File: config.mk
export PLATFORM = sky130hd
export DESIGN_NAME = lcdr_ctrl_regs
export DESIGN_NICKNAME = d
export VERILOG_FILES = /design/src/rtl/lcdr_pkg.sv /design/src/rtl/lcdr_regfile.sv /design/src/rtl/lcdr_flags.sv /design/src/rtl/lcdr_irq.sv /design/src/rtl/lcdr_ctrl_regs.sv
export SDC_FILE = /design/constraint.sdc
export NUM_CORES = 1
export LEC_CHECK = 0
export ABC_AREA = 1
export ABC_CLOCK_PERIOD_IN_PS = 2200
export BUFFER_PORTS_ARGS = -buffer_cell sky130_fd_sc_hd__clkbuf_2
export CORE_ASPECT_RATIO = 1.1
export CORE_MARGIN = 1.5
export CORE_UTILIZATION = 40
export CTS_BUF_LIST = sky130_fd_sc_hd__clkbuf_16
export DETAILED_ROUTE_END_ITERATION = 10
export HOLD_SLACK_MARGIN = 0.05
export PLACE_DENSITY = 0.55
export SYNTH_ARGS = -nofsm -noshare
export SYNTH_HDL_FRONTEND = slang
export SYNTH_HIERARCHICAL = 1
export SYNTH_SLANG_ARGS = --single-unit
File: constraint.sdc
create_clock -name clk_i -period 2.2 [get_ports clk_i]
set_clock_uncertainty 0.2 [all_clocks]
set_input_delay 0.55 -clock clk_i [delete_from_list [all_inputs] [get_ports clk_i]]
set_output_delay 0.55 -clock clk_i [all_outputs]
set_load 0.01 [all_outputs]
File: src/rtl/lcdr_pkg.sv
package lcdr_pkg;
  localparam int unsigned DW    = 32;
  localparam int unsigned NREG  = 6;
  localparam int unsigned NFLAG = 3;

  typedef enum logic [2:0] {
    REG_CTRL = 3'd0,
    REG_TIM0 = 3'd1,
    REG_TIM1 = 3'd2,
    REG_TIM2 = 3'd3,
    REG_STAT = 3'd4,
    REG_SUBP = 3'd5
  } reg_idx_e;

  localparam int FLG_FRAME = 0;
  localparam int FLG_PAL   = 1;
  localparam int FLG_SYNC  = 2;

  localparam logic [DW-1:0] CTRL_KEEP_MASK = 32'h01CF_F300;
  localparam logic [DW-1:0] CTRL_RD_ONES   = 32'hFE00_0C34;
  localparam logic [DW-1:0] TIM0_RD_ONES   = 32'h0000_000F;
  localparam logic [DW-1:0] TIM2_RD_ONES   = 32'hFC00_0000;
  localparam logic [DW-1:0] SUBP_MASK      = 32'hA1FF_FFFF;
  localparam logic [1:0]    MODE_PAL_ONLY  = 2'd1;
endpackage

File: src/rtl/lcdr_regfile.sv
module lcdr_regfile
  import lcdr_pkg::*;
#(
  parameter int unsigned AW = 6
) (
  input  logic             clk_i,
  input  logic             rst_ni,
  input  logic             wr_en_i,
  input  logic             rd_en_i,
  input  logic [AW-1:0]    addr_i,
  input  logic [DW-1:0]    wdata_i,
  input  logic [NFLAG-1:0] flags_i,
  output logic [DW-1:0]    rdata_o,
  output logic             bad_reg_o,
  output logic [1:0]       ie_o,
  output logic [NFLAG-1:0] flag_set_o,
  output logic [NFLAG-1:0] flag_clr_o
);
  localparam int unsigned FW = 10;
  localparam int unsigned HW = DW - FW;

  logic          en_q, mono_q, tft_q;
  logic [1:0]    ie_q, mode_q;
  logic [DW-1:0] keep_q, tim2_q, subp_q;
  logic [FW-1:0] tim0_lo_q, tim1_lo_q;
  logic [HW-1:0] tim0_hi_q, tim1_hi_q;
  logic          bad_q;
  logic          mapped, ctrl_wr;

  assign mapped  = addr_i < AW'(NREG);
  assign ctrl_wr = wr_en_i && (addr_i == AW'(REG_CTRL));

  always_ff @(posedge clk_i or negedge rst_ni) begin
    if (!rst_ni) begin
      en_q      <= 1'b0;
      mono_q    <= 1'b0;
      tft_q     <= 1'b0;
      ie_q      <= '0;
      mode_q    <= '0;
      keep_q    <= '0;
      tim0_lo_q <= '0;
      tim0_hi_q <= '0;
      tim1_lo_q <= '0;
      tim1_hi_q <= '0;
      tim2_q    <= '0;
      subp_q    <= '0;
    end else if (wr_en_i) begin
      case (addr_i)
        AW'(REG_CTRL): begin
          en_q   <= wdata_i[0];
          mono_q <= wdata_i[1];
          ie_q   <= wdata_i[4:3];
          tft_q  <= wdata_i[7];
          mode_q <= wdata_i[21:20];
          keep_q <= wdata_i & CTRL_KEEP_MASK;
        end
        AW'(REG_TIM0): begin
          tim0_lo_q <= wdata_i[FW-1:0];
          tim0_hi_q <= wdata_i[DW-1:FW];
        end
        AW'(REG_TIM1): begin
          tim1_lo_q <= wdata_i[FW-1:0];
          tim1_hi_q <= wdata_i[DW-1:FW];
        end
        AW'(REG_TIM2): tim2_q <= wdata_i;
        AW'(REG_SUBP): subp_q <= wdata_i & SUBP_MASK;
        default: ;
      endcase
    end
  end

  always_ff @(posedge clk_i or negedge rst_ni) begin
    if (!rst_ni) bad_q <= 1'b0;
    else         bad_q <= (rd_en_i || wr_en_i) && !mapped;
  end

  // enable edges act on the sticky flags
  always_comb begin
    flag_set_o = '0;
    flag_clr_o = '0;
    if (ctrl_wr && en_q && !wdata_i[0]) begin
      flag_clr_o[FLG_SYNC] = 1'b1;
      if (wdata_i[21:20] != MODE_PAL_ONLY) flag_set_o[FLG_FRAME] = 1'b1;
    end
    if (ctrl_wr && !en_q && wdata_i[0]) begin
      flag_clr_o[FLG_FRAME] = 1'b1;
      flag_clr_o[FLG_PAL]   = 1'b1;
    end
  end

  always_comb begin
    rdata_o = '0;
    if (rd_en_i) begin
      case (addr_i)
        AW'(REG_CTRL): rdata_o = keep_q | CTRL_RD_ONES
                               | (DW'(tft_q) << 23) | (DW'(mode_q) << 20)
                               | (DW'(tft_q) << 7) | (DW'(ie_q) << 3)
                               | (DW'(mono_q) << 1) | DW'(en_q);
        AW'(REG_TIM0): rdata_o = {tim0_hi_q, tim0_lo_q} | TIM0_RD_ONES;
        AW'(REG_TIM1): rdata_o = {tim1_hi_q, tim1_lo_q};
        AW'(REG_TIM2): rdata_o = tim2_q | TIM2_RD_ONES;
        AW'(REG_STAT): rdata_o = (DW'(flags_i[FLG_PAL]) << 6)
                               | (DW'(flags_i[FLG_SYNC]) << 2)
                               | DW'(flags_i[FLG_FRAME]);
        AW'(REG_SUBP): rdata_o = subp_q;
        default:       rdata_o = '0;
      endcase
    end
  end

  assign bad_reg_o = bad_q;
  assign ie_o      = ie_q;


  bad_pulse_chk: assert property (@(posedge clk_i) disable iff (!rst_ni)
    (rd_en_i || wr_en_i) && !mapped |=> bad_reg_o);

  no_bad_pulse_chk: assert property (@(posedge clk_i) disable iff (!rst_ni)
    !(rd_en_i || wr_en_i) |=> !bad_reg_o);

  ctrl_ones_chk: assert property (@(posedge clk_i) disable iff (!rst_ni)
    rd_en_i && addr_i == AW'(REG_CTRL) |-> (rdata_o & CTRL_RD_ONES) == CTRL_RD_ONES);
endmodule

File: src/rtl/lcdr_flags.sv
module lcdr_flags
  import lcdr_pkg::*;
(
  input  logic             clk_i,
  input  logic             rst_ni,
  input  logic [NFLAG-1:0] set_i,
  input  logic [NFLAG-1:0] clr_i,
  output logic [NFLAG-1:0] flags_o
);
  logic [NFLAG-1:0] flag_q;

  for (genvar i = 0; i < NFLAG; i++) begin : g_flag
    always_ff @(posedge clk_i or negedge rst_ni) begin
      if (!rst_ni)       flag_q[i] <= 1'b0;
      else if (set_i[i]) flag_q[i] <= 1'b1;
      else if (clr_i[i]) flag_q[i] <= 1'b0;
    end


    set_wins_chk: assert property (@(posedge clk_i) disable iff (!rst_ni)
      set_i[i] |=> flag_q[i]);

    hold_chk: assert property (@(posedge clk_i) disable iff (!rst_ni)
      !set_i[i] && !clr_i[i] |=> flag_q[i] == $past(flag_q[i]));
  end

  assign flags_o = flag_q;
endmodule

File: src/rtl/lcdr_irq.sv
module lcdr_irq
  import lcdr_pkg::*;
(
  input  logic             clk_i,
  input  logic             rst_ni,
  input  logic [NFLAG-1:0] flags_i,
  input  logic [1:0]       ie_i,
  output logic             irq_o
);
  logic irq_q;

  always_ff @(posedge clk_i or negedge rst_ni) begin
    if (!rst_ni) irq_q <= 1'b0;
    else irq_q <= (flags_i[FLG_FRAME] && ie_i[0]) ||
                  (flags_i[FLG_PAL] && ie_i[1]) ||
                  flags_i[FLG_SYNC];
  end

  assign irq_o = irq_q;


  sync_irq_chk: assert property (@(posedge clk_i) disable iff (!rst_ni)
    flags_i[FLG_SYNC] |=> irq_o);

  frame_irq_chk: assert property (@(posedge clk_i) disable iff (!rst_ni)
    flags_i[FLG_FRAME] && ie_i[0] |=> irq_o);

  pal_irq_chk: assert property (@(posedge clk_i) disable iff (!rst_ni)
    flags_i[FLG_PAL] && ie_i[1] |=> irq_o);

  quiet_chk: assert property (@(posedge clk_i) disable iff (!rst_ni)
    flags_i == '0 |=> !irq_o);
endmodule

File: src/rtl/lcdr_ctrl_regs.sv
module lcdr_ctrl_regs
  import lcdr_pkg::*;
#(
  parameter int unsigned AW = 6
) (
  input  logic          clk_i,
  input  logic          rst_ni,
  input  logic          wr_en_i,
  input  logic          rd_en_i,
  input  logic [AW-1:0] addr_i,
  input  logic [31:0]   wdata_i,
  output logic [31:0]   rdata_o,
  input  logic          frame_done_set_i,
  input  logic          palette_done_set_i,
  input  logic          sync_err_set_i,
  output logic          irq_o,
  output logic          bad_reg_o
);
  logic [NFLAG-1:0] flags, sw_set, sw_clr, all_set;
  logic [1:0]       ie;

  assign all_set = sw_set | {sync_err_set_i, palette_done_set_i, frame_done_set_i};

  lcdr_regfile #(.AW(AW)) u_regs (
    .clk_i      (clk_i),
    .rst_ni     (rst_ni),
    .wr_en_i    (wr_en_i),
    .rd_en_i    (rd_en_i),
    .addr_i     (addr_i),
    .wdata_i    (wdata_i),
    .flags_i    (flags),
    .rdata_o    (rdata_o),
    .bad_reg_o  (bad_reg_o),
    .ie_o       (ie),
    .flag_set_o (sw_set),
    .flag_clr_o (sw_clr)
  );

  lcdr_flags u_flags (
    .clk_i   (clk_i),
    .rst_ni  (rst_ni),
    .set_i   (all_set),
    .clr_i   (sw_clr),
    .flags_o (flags)
  );

  lcdr_irq u_irq (
    .clk_i   (clk_i),
    .rst_ni  (rst_ni),
    .flags_i (flags),
    .ie_i    (ie),
    .irq_o   (irq_o)
  );


  stat_wr_chk: assert property (@(posedge clk_i) disable iff (!rst_ni)
    wr_en_i && addr_i == AW'(REG_STAT) && !frame_done_set_i &&
    !palette_done_set_i && !sync_err_set_i |=> $stable(flags));
endmodule

Word-level counts from Yosys, hierarchy flattened

Index checks and enable logic that the tools add are counted.
W data, S select, Z words.

Register bits: 142
Input port bits: 45
Logic and storage cells: 68

Magnitude comparators: 1
Equal/unequal tests: 6
Multiplexer cells: 12
Bitwise operators: 9
Reductions and logical operators: 23

Operators with widths:

| operator             | number |
|---|---|
| $pmux W32 S6         | 1 |
| $or A32 B1 Y32       | 2 |
| $mux W32             | 1 |
| $or A32 B2 Y32       | 1 |
| $or A32 B22 Y32      | 1 |
| $or A32 B24 Y32      | 1 |
| $or A32 B5 Y32       | 1 |
| $or A32 B8 Y32       | 1 |
| $eq A6 B2 Y1 const B | 2 |
| $eq A6 B3 Y1 const B | 2 |
| $reduce_and A2 Y1    | 5 |
| $mux W1              | 9 |
| $logic_and A1 B1 Y1  | 8 |
| $or A7 B3 Y7         | 1 |
| $eq A6 B1 Y1 const B | 1 |
| $logic_not A6 Y1     | 1 |
| $lt A6 B3 Y1 const B | 1 |
| $reduce_bool A2 Y1   | 3 |
| $logic_not A1 Y1     | 3 |
| $logic_or A1 B1 Y1   | 3 |
| $or A1 B3 Y3         | 1 |
| $mux W2              | 1 |
| $ne A2 B1 Y1 const B | 1 |

Longest topological paths before layout

Gate-level depths: netlist of run 1.

Word-level depth: 8
Depth in mapped cells: 9
Mapped depth without buffers: 9

Hierarchy

Netlist of run 1, hierarchy kept.

By module, submodules not included:

| module         | instances | cells each | area an instance (um^2) |
|---|---|---|---|
| lcdr_regfile   | 1         | 785        | 6169.7 |
| lcdr_flags     | 1         | 15         | 120.1 |
| lcdr_irq       | 1         | 5          | 46.3 |
| lcdr_ctrl_regs | 1         | 9          | 33.8 |

Worst setup path before layout of run 1

Ideal clock, no wire load.

Kind: input to output
Start: input port addr_i[2]
End: output port rdata_o[11]
Arrival time: 1.556 ns
Required time: 1.450 ns
Path slack: -0.106 ns
Stages: 9
Path buffers: 2
Cell sequence: nor2_2 -> nand2_2 -> nor2_1 -> buf_4 -> buf_4 -> nand2_1 -> nand2_1 -> nor2_1 -> nor2_1

Word-level cells in the longest chain between the ends: 3

RTL lines:

| what                                       | line                 | source |
|---|---|---|
| from (decl)                                | lcdr_ctrl_regs.sv:10 | `input logic [AW-1:0] addr_i,` |
| $eq A6 B3 Y1, or another cell as far along | lcdr_regfile.sv:94   | `case (addr_i)` |
| $pmux W32 S6 *                             | lcdr_regfile.sv:94   |  |
| $mux W32 *                                 | lcdr_regfile.sv:93   | `if (rd_en_i) begin` |
| to (decl)                                  | lcdr_ctrl_regs.sv:12 | `output logic [31:0] rdata_o,` |

Mark *: on every way between the ends. The rest lies on a longest branch, timed or not.

Worst setup path in the final report of run 1

Start: input port addr_i[4]
End: output port rdata_o[1]

Same word-level chain as after synthesis.

==> results of run 1 <==
[through the flow]
step           TNS [ns]  setup slack, ns  power [uW]
2_1_floorplan    -0.184          -0.0218        3400
3_5_place_dp     -11.84           -0.464        3670
4_1_cts           -8.45           -0.323        6450
3_3_place_gp     -11.20           -0.437        3630
6_report          -8.46           -0.330        6410
5_1_grt          -10.67           -0.404        6710
[path summary, 6_finish.rpt]
path                                        end  slack, ns  depth (start not counted)
setup reg to reg             u_flags/flags_o[0]       0.82                          9
setup / recovery                     rdata_o[1]      -0.33                         10
max in group asynchronous     u_regs/tim2_q[19]       0.73                          3
hold / removal             u_regs/tim0_hi_q[17]       0.17                          3
hold reg to reg             u_regs/tim1_hi_q[6]       0.29                          2
min in group asynchronous      u_regs/subp_q[4]       0.39                          2
[Yosys cell counts]
master / n / share of area
buf_6: 2 / 0.0035
dfrtp_1: 138 / 0.54
o21ai_0: 16 / 0.013
nand3_2: 3 / 0.0047
nor2_2: 4 / 0.0039
inv_1: 61 / 0.036
a22oi_1: 1 / 0.0012
clkbuf_1: 20 / 0.012
o21ai_1: 118 / 0.093
or2_2: 1 / 0.00098
buf_4: 5 / 0.0059
inv_2: 3 / 0.0018
buf_2: 19 / 0.015
nand4_1: 2 / 0.0020
nor2b_1: 1 / 0.00098
nor2_1: 62 / 0.037
nor2_4: 3 / 0.0053
conb_1: 1 / 0.00059
nand2_1: 283 / 0.17
buf_1: 2 / 0.0012
a21oi_1: 4 / 0.0031
nand2_2: 2 / 0.0020
nand3_1: 63 / 0.049
[area by class of cell]
cell class | instances | area, um2
Inverter | 64 | 250
Multi-Input combinational cell | 565 | 2880
Timing Repair Buffer | 127 | 1120
Sequential cell | 138 | 3450
Clock inverter | 15 | 135
Clock buffer | 17 | 425
Fill cell | 1491 | 7100
Tap cell | 200 | 250
[sequential cells by signal (all words and copies together) (netlist names)]
signal / flops
u_flags/flags_o: 3
u_irq/irq_o: 1
u_regs/bad_reg_o: 1
u_regs/en_q: 1
u_regs/ie_o: 2
u_regs/keep_q: 13
u_regs/mode_q: 2
u_regs/mono_q: 1
u_regs/subp_q: 27
u_regs/tft_q: 1
u_regs/tim0_hi_q: 22
u_regs/tim0_lo_q: 6
u_regs/tim1_hi_q: 22
u_regs/tim1_lo_q: 10
u_regs/tim2_q: 26
[layer usage]
layer  track usage  vias to the layer above  share of wire  wire [um]
li1              -                     2773              -          -
met1         0.309                     2802           0.46       8330
met2         0.371                      161           0.48       8660
met3        0.0459                       21          0.046        833
met4        0.0805                        0          0.013        240
met5             0                        -              0          0
[cell usage in the layout (no fill, tap or decap)]
| cell | n |
|---|---|
| nor2_4 | 12 |
| or2_2 | 1 |
| o21ai_0 | 16 |
| nand4_1 | 2 |
| bufinv_16 | 2 |
| clkbuf_2 | 48 |
| inv_2 | 2 |
| a21oi_1 | 3 |
| inv_1 | 61 |
| inv_4 | 1 |
| nand2_4 | 8 |
| inv_8 | 1 |
| buf_6 | 12 |
| clkinv_4 | 1 |
| nor2b_1 | 1 |
| o21ai_1 | 118 |
| a21oi_2 | 1 |
| buf_16 | 1 |
| nand3_4 | 1 |
| buf_8 | 4 |
| nand2_1 | 234 |
| dfrtp_1 | 138 |
| nand3_2 | 22 |
| dlygate4sd3_1 | 1 |
| nand3_1 | 43 |
| a22oi_1 | 1 |
| clkinv_2 | 5 |
| clkinvlp_4 | 4 |
| conb_1 | 2 |
| buf_4 | 17 |
| nor2_1 | 16 |
| clkinv_1 | 2 |
| clkbuf_8 | 1 |
| clkbuf_16 | 18 |
| nand2_2 | 43 |
| buf_2 | 24 |
| buf_12 | 18 |
| nor2_2 | 41 |
[kinds of logic (layout without fill, tap and decap cells)]
kind of cell / after synthesis / after routing
AND/OR/NAND/NOR: 424 / 424
other: 1 / 2
AO/OA/AOI/OAI: 139 / 139
buffers and inverters: 112 / 223
flip-flops: 138 / 138
[power groups by stage]
stage	Clock, uW	Sequential (uW)	Combinational (uW)
final	2720	3050	634
after global placement	0	3060	575
after detailed placement	0	3070	598
after floorplan	0	3030	370
after CTS	2790	3040	625
after global routing	2900	3090	729
[critical path: stages]
cell and delay, ns:
buf_8 0.10, nor2_4 0.15, nand2_4 0.14, nor2_4 0.18
buf_12 0.18, nand2_2 0.06, nand3_2 0.07, nor2_1 0.04
nor2_1 0.15, buf_2 0.16
[timing repair]
action,4_1_cts,5_1_grt
endpoints found under the hold margin,37,0
setup endpoints to repair,32,32
hold buffers,1,0
buffers inserted,4,3
pin swaps,42,13
gates resized for setup,89,76
cloned,1,1
==> summary.md, run 1 <==
| Metric | Value |
|---|---|
| Status | `finished, violations left` |
| Failing checks | `negative setup slack` |
| Hold_ws | `0.173 ns` |
| Starting Density | `0.408` |
| Layout Cells excl Fill | `between 1000 and 1500` |
| Number of inserted diodes | `0` |
| Design Area, Final | `about 8500 um2` |
| Net switching power | `around 1600 uW` |
| IR drop worst, VDD | `546 uV` |
| Netlist Area Pre-Place | `~6400 um2` |
| Setup crit end kind | `output port` |
| RSZ-0062 raised after global routing | `yes` |
| Final worst slack | `-0.330 ns` |
| Routed Antenna Nets | `0` |
| Comb pwr share | `0.099` |
| LEAKAGE | `~0.0045 uW` |
| Reg power frac | `0.476` |
| Hold WC Path Type | `in2reg` |
| Port Buf Inserts | `78` |
| Final hold viol count | `0` |
| Post-Synth Simple-Gate Area | `0.273` |
| Pin count of the biggest net entering global routing | `58` |
| Clk_lat worst skew | `0.42 ns` |
| Final Max Tran Viols | `0` |
| Yosys warnings | `6` |
| P&R area growth vs syn | `33.6%` |
| DR pass1 iterations | `5` |
| TritonCTS clock tree | `done` |
| CTS H-Tree Depth | `4` |
| Synth unique cells | `23` |
| Total congestion overflow | `0` |
| Minimum clock period | `about 2.5 ns` |
| Crit path kind | `in2out` |
| Num CTS Buffers | `17` |
| First-pass GRT wire length | `between 20 and 30 mm` |
| Max-cap viol count | `0` |
| Vias | `between 5000 and 6000` |
| Die X | `about 120 um` |
| Fin crit share | `1.15` |
| Worst flop-to-flop path startpoint | `u_regs/en_q` |
| Final #Nets | `around 960` |
| DRT iter0 DRCs | `about 420` |
| Vias in the first global route | `5710` |
| Via-to-Cell Ratio | `~5` |
| Crit start category | `input pin` |
| Xor-xnor portion of the synthesized cell area | `0` |
| Power per standard cell area | `~750 nW/um2` |
| Adder-cell share of the synthesized area | `0` |
| Clock power frac | `0.425` |
| Cells after Synth | `between 800 and 900` |
| Post-synthesis compound-gate area fraction | `0.110` |
| Worst endpoint data arrival time | `about 1.8 ns` |
| Origin of the worst setup path | `addr_i[4]` |
| Die area | `between 15000 and 20000 um2` |
| Placed instance area | `between 7000 and 8000 um2` |
| Layout cell share with drive strength beyond 1 | `0.311` |
| Multiplexer share of the synthesized area | `0` |
| DRC Markers | `0` |
| Largest family of logic cells by synthesized area | `simple AND/OR/NAND/NOR gates` |
| P_int | `4770 uW` |
| Switching Share | `0.256` |
| F_max | `395 MHz` |
| Seq cells post-synth | `between 100 and 150` |
| Root buf cell | `clkbuf_16` |
| Total wire length | `~18 mm` |
| FP Rows | `48` |
| Min-delay src | `wdata_i[27]` |
| # setup viols final | `32` |
| Placed cells | `1084` |
| Clk buf depth | `2` |
| All-Layer GR Usage | `0.230` |
| Initial antenna violation count | `0` |
| Sequential share of the synthesized area | `0.542` |
| CP Max Fanout | `17` |
| Clock Sinks | `around 140` |
| Clock transition at the registers of the reported paths | `0.06 ns` |
| Final core utilization | `0.545` |
| Core Area | `roughly 16000 um2` |
| HPWL after DPL | `11.2 mm` |
| CP required | `1.45 ns` |
| Mean Syn Cell Area | `7.83 um2` |
| Die H | `135 um` |
| I/O pins | `79` |
| RD Place Congestion | `between 0.8 and 0.9` |
| Wire length per cell | `about 16 um` |
Power figures use the tool's default switching activity.
==> run 2, diff against run 1 <==
--- a/config.mk
+++ b/config.mk
@@ -14,8 +14,7 @@
 export CTS_BUF_LIST = sky130_fd_sc_hd__clkbuf_16
 export DETAILED_ROUTE_END_ITERATION = 10
 export HOLD_SLACK_MARGIN = 0.05
-export PLACE_DENSITY = 0.55
+export PLACE_DENSITY = 0.54
 export SYNTH_ARGS = -nofsm -noshare
 export SYNTH_HDL_FRONTEND = slang
-export SYNTH_HIERARCHICAL = 1
 export SYNTH_SLANG_ARGS = --single-unit
==> run 2 against run 1 <==
Against the previous run:
- sequential cell count did not move
- routed wire length rose by 2.0%
- clock power barely moved
- sequential power barely moved
- the flow still finishes with violations (negative setup slack)
- critical path type unchanged
==> summary.md, run 2 <==
| Metric | Value |
|---|---|
| Synth area leaders | `dfrtp_1 53%, nand2_1 16%, o21ai_0 5.6%, nand3_1 4.8%, o21ai_1 4.1%` |
| Placed cells | `1086 (+0.18%)` |
| Top flop regs | `u_regs.subp_q: 27 flops, u_regs.tim2_q: 26 flops` |
| Number of inserted diodes | `0 (unchanged)` |
| Via-to-Cell Ratio | `5.11 (-0.14%)` |
| Total wire length | `18.4 mm (+2.0%)` |
| Aggregate negative setup slack | `-8.54 ns (-0.0847 ns)` |
| Yosys warnings | `0 (-6)` |
| Hold WC Path Type | `in2reg` |
| Net Count, Synth | `847` |
| Worst-margin pin slew | `0.507 ns` |
| Worst endpoint data arrival time | `1.77 ns (about the same)` |
| All-Layer GR Usage | `0.220 (-0.0102)` |
| Netlist Area Pre-Place | `6480 um2 (+1.8%)` |
| Die X | `124 um (+0.88%)` |
| DR pass1 iterations | `7 (+2)` |
| Layout Cells excl Fill | `1129 (+0.27%)` |
| Die area | `17000 um2 (+1.8%)` |
| Post-synthesis compound-gate area fraction | `0.116 (+0.00635)` |
| IR drop worst, VDD | `519 uV (-4.9%)` |
| Synth unique cells | `29 (+26%)` |
| Port Buf Inserts | `78 (unchanged)` |
| Largest family of logic cells by synthesized area | `simple AND/OR/NAND/NOR gates` |
| CP required | `1.45 ns (about the same)` |
| Pin count of the biggest net entering global routing | `52 (-10%)` |
| Seq cells post-synth | `138 (unchanged)` |
| Fin crit share | `1.15 (-0.00427)` |
| Routed Antenna Nets | `0 (unchanged)` |
| Die H | `137 um (+0.88%)` |
| Clock transition at the registers of the reported paths | `0.06 ns (about the same)` |
| Reg area | `3450 um2 (unchanged)` |
| Final #Nets | `961 (+0.31%)` |
| Most common cell in the synthesized netlist | `nand2_1` |
| Starting Density | `0.411 (+0.00263)` |
| Multiplexer share of the synthesized area | `0 (unchanged)` |
| Sequential share of the synthesized area | `0.533 (-0.00962)` |
| Final Max Tran Viols | `0 (unchanged)` |
| Clk_lat worst skew | `0.42 ns (about the same)` |
| Mean Syn Cell Area | `8.09 um2 (+3.3%)` |
| Crit start category | `input pin` |
| F_max | `397 MHz (+0.37%)` |
| Biggest register | `u_regs.subp_q` |
| Adder-cell share of the synthesized area | `0 (unchanged)` |
| Vias in the first global route | `5549 (-2.8%)` |
| RSZ-0062 raised after global routing | `yes` |
| DRT iter0 DRCs | `399 (-5.2%)` |
| Status | `finished, violations left` |
| Num CTS Buffers | `17 (unchanged)` |
| Vias | `5764 (+0.12%)` |
| Top cell type's share of synthesized area | `0.533 (-0.00962)` |
| Filler Cells Inserted | `1503 (+0.80%)` |
| LEAKAGE | `0.00455 uW (+2.2%)` |
| Slew Limit Headroom | `0.662` |
| First-pass GRT wire length | `29.0 mm (-0.52%)` |
| Design Area, Final | `8600 um2 (+1.1%)` |
| Max-cap viol count | `0 (unchanged)` |
| Core Area | `15800 um2 (+1.2%)` |
| Root buf cell | `clkbuf_16` |
| Synth Flop Type | `dfrtp_1` |
| Cells after Synth | `802 (-1.5%)` |
| Wire length per cell | `16.3 um (+1.8%)` |
| Most area-hungry cell type in the Yosys netlist | `dfrtp_1` |
| Final worst slack | `-0.321 ns (+0.00939 ns)` |
| Final hold viol count | `0 (unchanged)` |
| Placed instance area | `7490 um2 (+1.9%)` |
| Clock Sinks | `138 (unchanged)` |
| RD Place Congestion | `0.817 (-0.15%)` |
| Xor-xnor portion of the synthesized cell area | `0 (unchanged)` |
| Commonest non-fill, non-tap cells in the layout | `231 x nand2_1, 138 x dfrtp_1, 72 x o21ai_0, 53 x o21ai_1, 51 x inv_1` |
| Commonest non-fill, non-tap cell in the layout | `nand2_1` |
| Minimum clock period | `2.52 ns (-0.00939 ns)` |
| Layout cell share with drive strength beyond 1 | `0.327 (+0.0162)` |
| Max reg flops | `27 (unchanged)` |
| DRC Markers | `0 (unchanged)` |
| Crit path kind | `in2out` |
| # setup viols final | `32 (unchanged)` |
| Area of the multi-input gates | `2900 um2 (+0.74%)` |
| Post-synth top cells | `275 x nand2_1, 138 x dfrtp_1, 72 x o21ai_0, 65 x nor2_1, 62 x nand3_1` |
| Failing checks | `negative setup slack` |
| CTS H-Tree Depth | `4 (unchanged)` |
| Asr flop ratio synth | `1.00 (unchanged)` |
| Setup crit end kind | `output port` |
| Power per standard cell area | `746 nW/um2 (-0.96%)` |
| FP Rows | `48 (unchanged)` |
| TritonCTS clock tree | `done` |
| Initial antenna violation count | `0 (unchanged)` |
| P&R area growth vs syn | `32.7%` |
| Clk buf depth | `2 (unchanged)` |
| HPWL after DPL | `11.7 mm (+5.2%)` |
| Post-Synth Simple-Gate Area | `0.271 (-0.00137)` |
| EDFF count, synth | `0 (unchanged)` |
| CP Max Fanout | `6 (-11)` |
| Total congestion overflow | `0 (unchanged)` |
| I/O pins | `79 (unchanged)` |
-- run 2: cells by family after synthesis --
kind of cell,after synthesis
AO/OA/AOI/OAI,140
buffers and inverters,103
flip-flops,138
AND/OR/NAND/NOR,421
-- run 2: path summary, 6_finish.rpt --
check                                     end  slack (ns)                from  depth (start not counted)
min in group asynchronous  u_flags.flags_o[1]        0.45              rst_ni                          2
max reg2reg                u_flags.flags_o[2]        0.99         u_regs.en_q                          4
max                               rdata_o[17]       -0.32           addr_i[4]                         11
min                        u_flags.flags_o[1]        0.11  palette_done_set_i                          3
min reg2reg                  u_regs.subp_q[1]        0.28    u_regs.subp_q[1]                          2
max in group asynchronous   u_regs.keep_q[15]        0.77              rst_ni                          3
-- run 2: layout make-up --
cell class,count,share of cell area
Tap cell,200,0.0291
Multi-Input combinational cell,561,0.337
Sequential cell,138,0.401
Inverter,59,0.0260
Clock inverter,15,0.0154
Clock buffer,17,0.0494
Timing Repair Buffer,139,0.142
-- run 2: critical path: stages --
cell	delay, ns
buf_8	0.10
nor2_4	0.15
nand2_4	0.13
nor2_4	0.17
buf_6	0.15
buf_12	0.14
nand2_4	0.04
nand2_2	0.05
nor2_2	0.04
nor2_2	0.11
buf_2	0.14
-- run 2: metrics by stage --
step | hold slack [ns] | setup WS, ns | utilization | power (uW)
after floorplan | 0.0544 | -0.0230 | - | 3390
after global placement | 0.266 | -0.313 | 0.474 | 3640
after detailed placement | 0.268 | -0.333 | 0.474 | 3680
after CTS | 0.0991 | -0.305 | 0.516 | 6430
after global routing | 0.116 | -0.392 | 0.545 | 6710
final | 0.111 | -0.321 | 0.545 | 6420
-- run 2: repair_timing --
action,CTS,global route
hold endpoints to repair,45,0
setup endpoints to repair,32,32
pin swaps,5,55
hold buffers,1,0
setup buffers,1,5
resized for setup,22,140
cloned,1,3
-- run 2: metal layers --
| metal | wire length [um] | track usage | vias up |
|---|---|---|---|
| met5 | 0 | 0 | - |
| met1 | 8460 | 0.296 | 2795 |
| li1 | - | - | 2786 |
| met3 | 809 | 0.0321 | 27 |
| met4 | 353 | 0.0785 | 0 |
| met2 | 8810 | 0.364 | 156 |
-- run 2: power by group --
part	switching [uW]	internal, uW
Combinational	367	269
Clock	1090	1640
Sequential	195	2860
Total	1650	4770
==> run 3, diff against run 2 <==
--- a/config.mk
+++ b/config.mk
@@ -6,7 +6,7 @@
 export NUM_CORES = 1
 export LEC_CHECK = 0
 export ABC_AREA = 1
-export ABC_CLOCK_PERIOD_IN_PS = 2200
+export ABC_CLOCK_PERIOD_IN_PS = 2400
 export BUFFER_PORTS_ARGS = -buffer_cell sky130_fd_sc_hd__clkbuf_2
 export CORE_ASPECT_RATIO = 1.1
 export CORE_MARGIN = 1.5
@@ -15,6 +15,7 @@
 export DETAILED_ROUTE_END_ITERATION = 10
 export HOLD_SLACK_MARGIN = 0.05
 export PLACE_DENSITY = 0.54
+export SLEW_MARGIN = 20
 export SYNTH_ARGS = -nofsm -noshare
 export SYNTH_HDL_FRONTEND = slang
 export SYNTH_SLANG_ARGS = --single-unit
==> constraint.sdc (replaced) <==
create_clock -name clk_i -period 2.4 [get_ports clk_i]
set_clock_uncertainty 0.2 [all_clocks]
set_input_delay 0.6 -clock clk_i [delete_from_list [all_inputs] [get_ports clk_i]]
set_output_delay 0.6 -clock clk_i [all_outputs]
set_load 0.01 [all_outputs]
==> run 3 against run 2 <==
Against the previous run:
- the run still ends with negative setup slack left
- sequential share of layout area rose by 0.56 points
- critical path depth unchanged
- die area stayed put
- sequential cell count is the same
- cell count rose by 1.1%
- final area shrank 1.4%
- routed wire length is 0.81% higher
- core utilization shrank 0.75 points
- critical path type unchanged
- highest routed layer unchanged
==> summary.md, run 3 (synthesis gave the netlist of run 2 again) <==
| Metric | Value |
|---|---|
| Status | `finished, violations left` |
| Failing checks | `negative setup slack` |
| TritonCTS clock tree | `done` |
| Layout cell share with drive strength beyond 1 | `0.270 (-0.0573)` |
| DR pass1 iterations | `5 (-2)` |
| Vias in the first global route | `5669 (+2.2%)` |
| RSZ-0062 raised after global routing | `yes` |
| First-pass GRT wire length | `29.4 mm (+1.2%)` |
| Routed Antenna Nets | `0 (unchanged)` |
| CP Max Fanout | `6 (unchanged)` |
| Via-to-Cell Ratio | `5.05 (-1.1%)` |
| Clock Sinks | `138 (unchanged)` |
| Pin count of the biggest net entering global routing | `49 (-5.8%)` |
| Worst endpoint data arrival time | `1.84 ns (+0.07 ns)` |
| Biggest register | `u_regs.subp_q` |
| I/O pins | `79 (unchanged)` |
| Pre-CTS WS | `-0.327 ns (+0.00661 ns)` |
| Worst-margin pin slew | `0.423 ns (-0.0838 ns)` |
| CP required | `1.60 ns (+0.15 ns)` |
| Clk buf depth | `2 (unchanged)` |
| Commonest non-fill, non-tap cell in the layout | `nand2_1` |
| DRT iter0 DRCs | `371 (-7.0%)` |
| Top flop regs | `u_regs.subp_q: 27 flops, u_regs.tim2_q: 26 flops` |
| Port Buf Inserts | `78 (unchanged)` |
| Fin crit share | `1.10` |
| Number of inserted diodes | `0 (unchanged)` |
| Slew Limit Headroom | `0.718 (+0.0559)` |
| Max-cap viol count | `0 (unchanged)` |
| Vias | `5759 (-0.087%)` |
| Wire length per cell | `16.3 um (-0.25%)` |
| All-Layer GR Usage | `0.223 (+0.00335)` |
| Total wire length | `18.6 mm (+0.81%)` |
| Crit path kind | `in2out` |
| Hold WC Path Type | `in2reg` |
| Final #Nets | `973 (+1.2%)` |
| RD Place Congestion | `0.803 (-1.8%)` |
| Pwr Total | `5790 uW (-9.8%)` |
| LEAKAGE | `0.00444 uW (-2.5%)` |
| Final hold viol count | `0 (unchanged)` |
| Minimum clock period | `approximately 2.6 ns` |
| DRC Markers | `0 (unchanged)` |
| Commonest non-fill, non-tap cells in the layout | `243 x nand2_1, 138 x dfrtp_1, 72 x o21ai_0, 60 x nand3_1, 56 x nor2_1` |
| FP Rows | `48 (unchanged)` |
| CTS H-Tree Depth | `4 (unchanged)` |
| Clk_lat worst skew | `0.42 ns (about the same)` |
| P&R area growth vs syn | `30.9%` |
| Root buf cell | `clkbuf_16` |
| Power per standard cell area | `682 nW/um2 (-8.5%)` |
| HPWL after DPL | `11.9 mm (+1.7%)` |
| Setup crit end kind | `output port` |
| Die X | `124 um (unchanged)` |
| Clock transition at the registers of the reported paths | `0.06 ns (about the same)` |
| Die H | `137 um (unchanged)` |
| Die area | `17000 um2 (unchanged)` |
| Initial antenna violation count | `0 (unchanged)` |
| Core Area | `15800 um2 (unchanged)` |
| Final core utilization | `0.537 (-0.00753)` |
| # setup viols final | `32 (unchanged)` |
| Final Max Tran Viols | `0 (unchanged)` |
| F_max | `approximately 380 MHz` |
| Crit start category | `input pin` |
| Final worst slack | `-0.243 ns (+0.0775 ns)` |
| Max reg flops | `27 (unchanged)` |
| Starting Density | `0.411 (unchanged)` |
| Num CTS Buffers | `17 (unchanged)` |
| Total congestion overflow | `0 (unchanged)` |
| IR drop worst, VDD | `566 uV (+9.1%)` |
==> run 3: cell types whose count changed in the layout (fill, tap and decap cells not counted), moves of 4 or more <==
cell,previous run,this run
nand3_1,42,60
nor2_2,38,7
nand3_2,20,2
buf_4,31,40
nand2_4,10,6
nand2_2,38,30
buf_12,18,22
nand2_1,231,243
nor2_1,24,56
==> run 3: power by group <==
group	internal, uW	switching, uW	leakage (uW)
clock	1400	1010	0.000278
sequential	2620	174	0.00182
combinational	253	331	0.00234
==> run 3: worst max-delay path: stages <==
cell and delay, ns:
buf_8 0.10, nor2_4 0.15, nand2_4 0.13, nor2_4 0.17, buf_12 0.15, buf_8 0.14, nand2_4 0.05, nand2_2 0.06
nor2_2 0.04, nor2_1 0.11, buf_2 0.14
==> run 3: routing by layer <==
| metal | wire, um | up-vias | track usage |
|---|---|---|---|
| met5 | 0 | - | 0 |
| met4 | 427 | 0 | 0.0894 |
| met3 | 838 | 31 | 0.0387 |
| met2 | 9120 | 143 | 0.381 |
| met1 | 8200 | 2772 | 0.284 |
| li1 | - | 2813 | - |
==> run 3: area by class of cell <==
cell class	count	area (um2)
clock inverters	15	111
flip-flops and latches	138	3450
inverters	59	224
repair buffers	151	1350
clock buffers	17	425
well taps	200	250
multi-input cells	561	2670
fillers	1482	7310
==> run 3: path summary, 6_finish.rpt <==
| check | startpoint | end | slack [ns] | cells past startpoint |
|---|---|---|---|---|
| max | addr_i[4] | rdata_o[17] | -0.24 | 11 |
| min reg2reg | u_flags.flags_o[2] | u_irq.irq_o | 0.28 | 1 |
| max in group asynchronous | rst_ni | u_regs.subp_q[24] | 0.90 | 3 |
| min in group asynchronous | rst_ni | u_flags.flags_o[1] | 0.45 | 2 |
| max reg2reg | u_regs.en_q | u_flags.flags_o[2] | 1.20 | 4 |
| min | palette_done_set_i | u_flags.flags_o[1] | 0.15 | 3 |
==> run 3: metrics by stage <==
stage / area (um2) / hold WS (ns) / instances / TNS, ns
final: 8490 / 0.152 / 1141 / -5.77
after global routing: 8490 / 0.161 / 1141 / -8.42
after CTS: 8100 / 0.141 / 1126 / -7.16
after detailed placement: 7420 / 0.268 / 1089 / -7.50
after global placement: 7420 / 0.265 / 1089 / -7.30
after floorplan: 6480 / 0.104 / 802 / 0
==> run 3: what timing repair did <==
action                                  4_1_cts  5_1_grt
pin swaps                                     6       39
cloned                                        1        3
buffers inserted                              3       13
hold buffers                                  1        0
gates resized for setup                      19      100
endpoints found under the hold margin        37        0
endpoints found under the setup margin       32       32
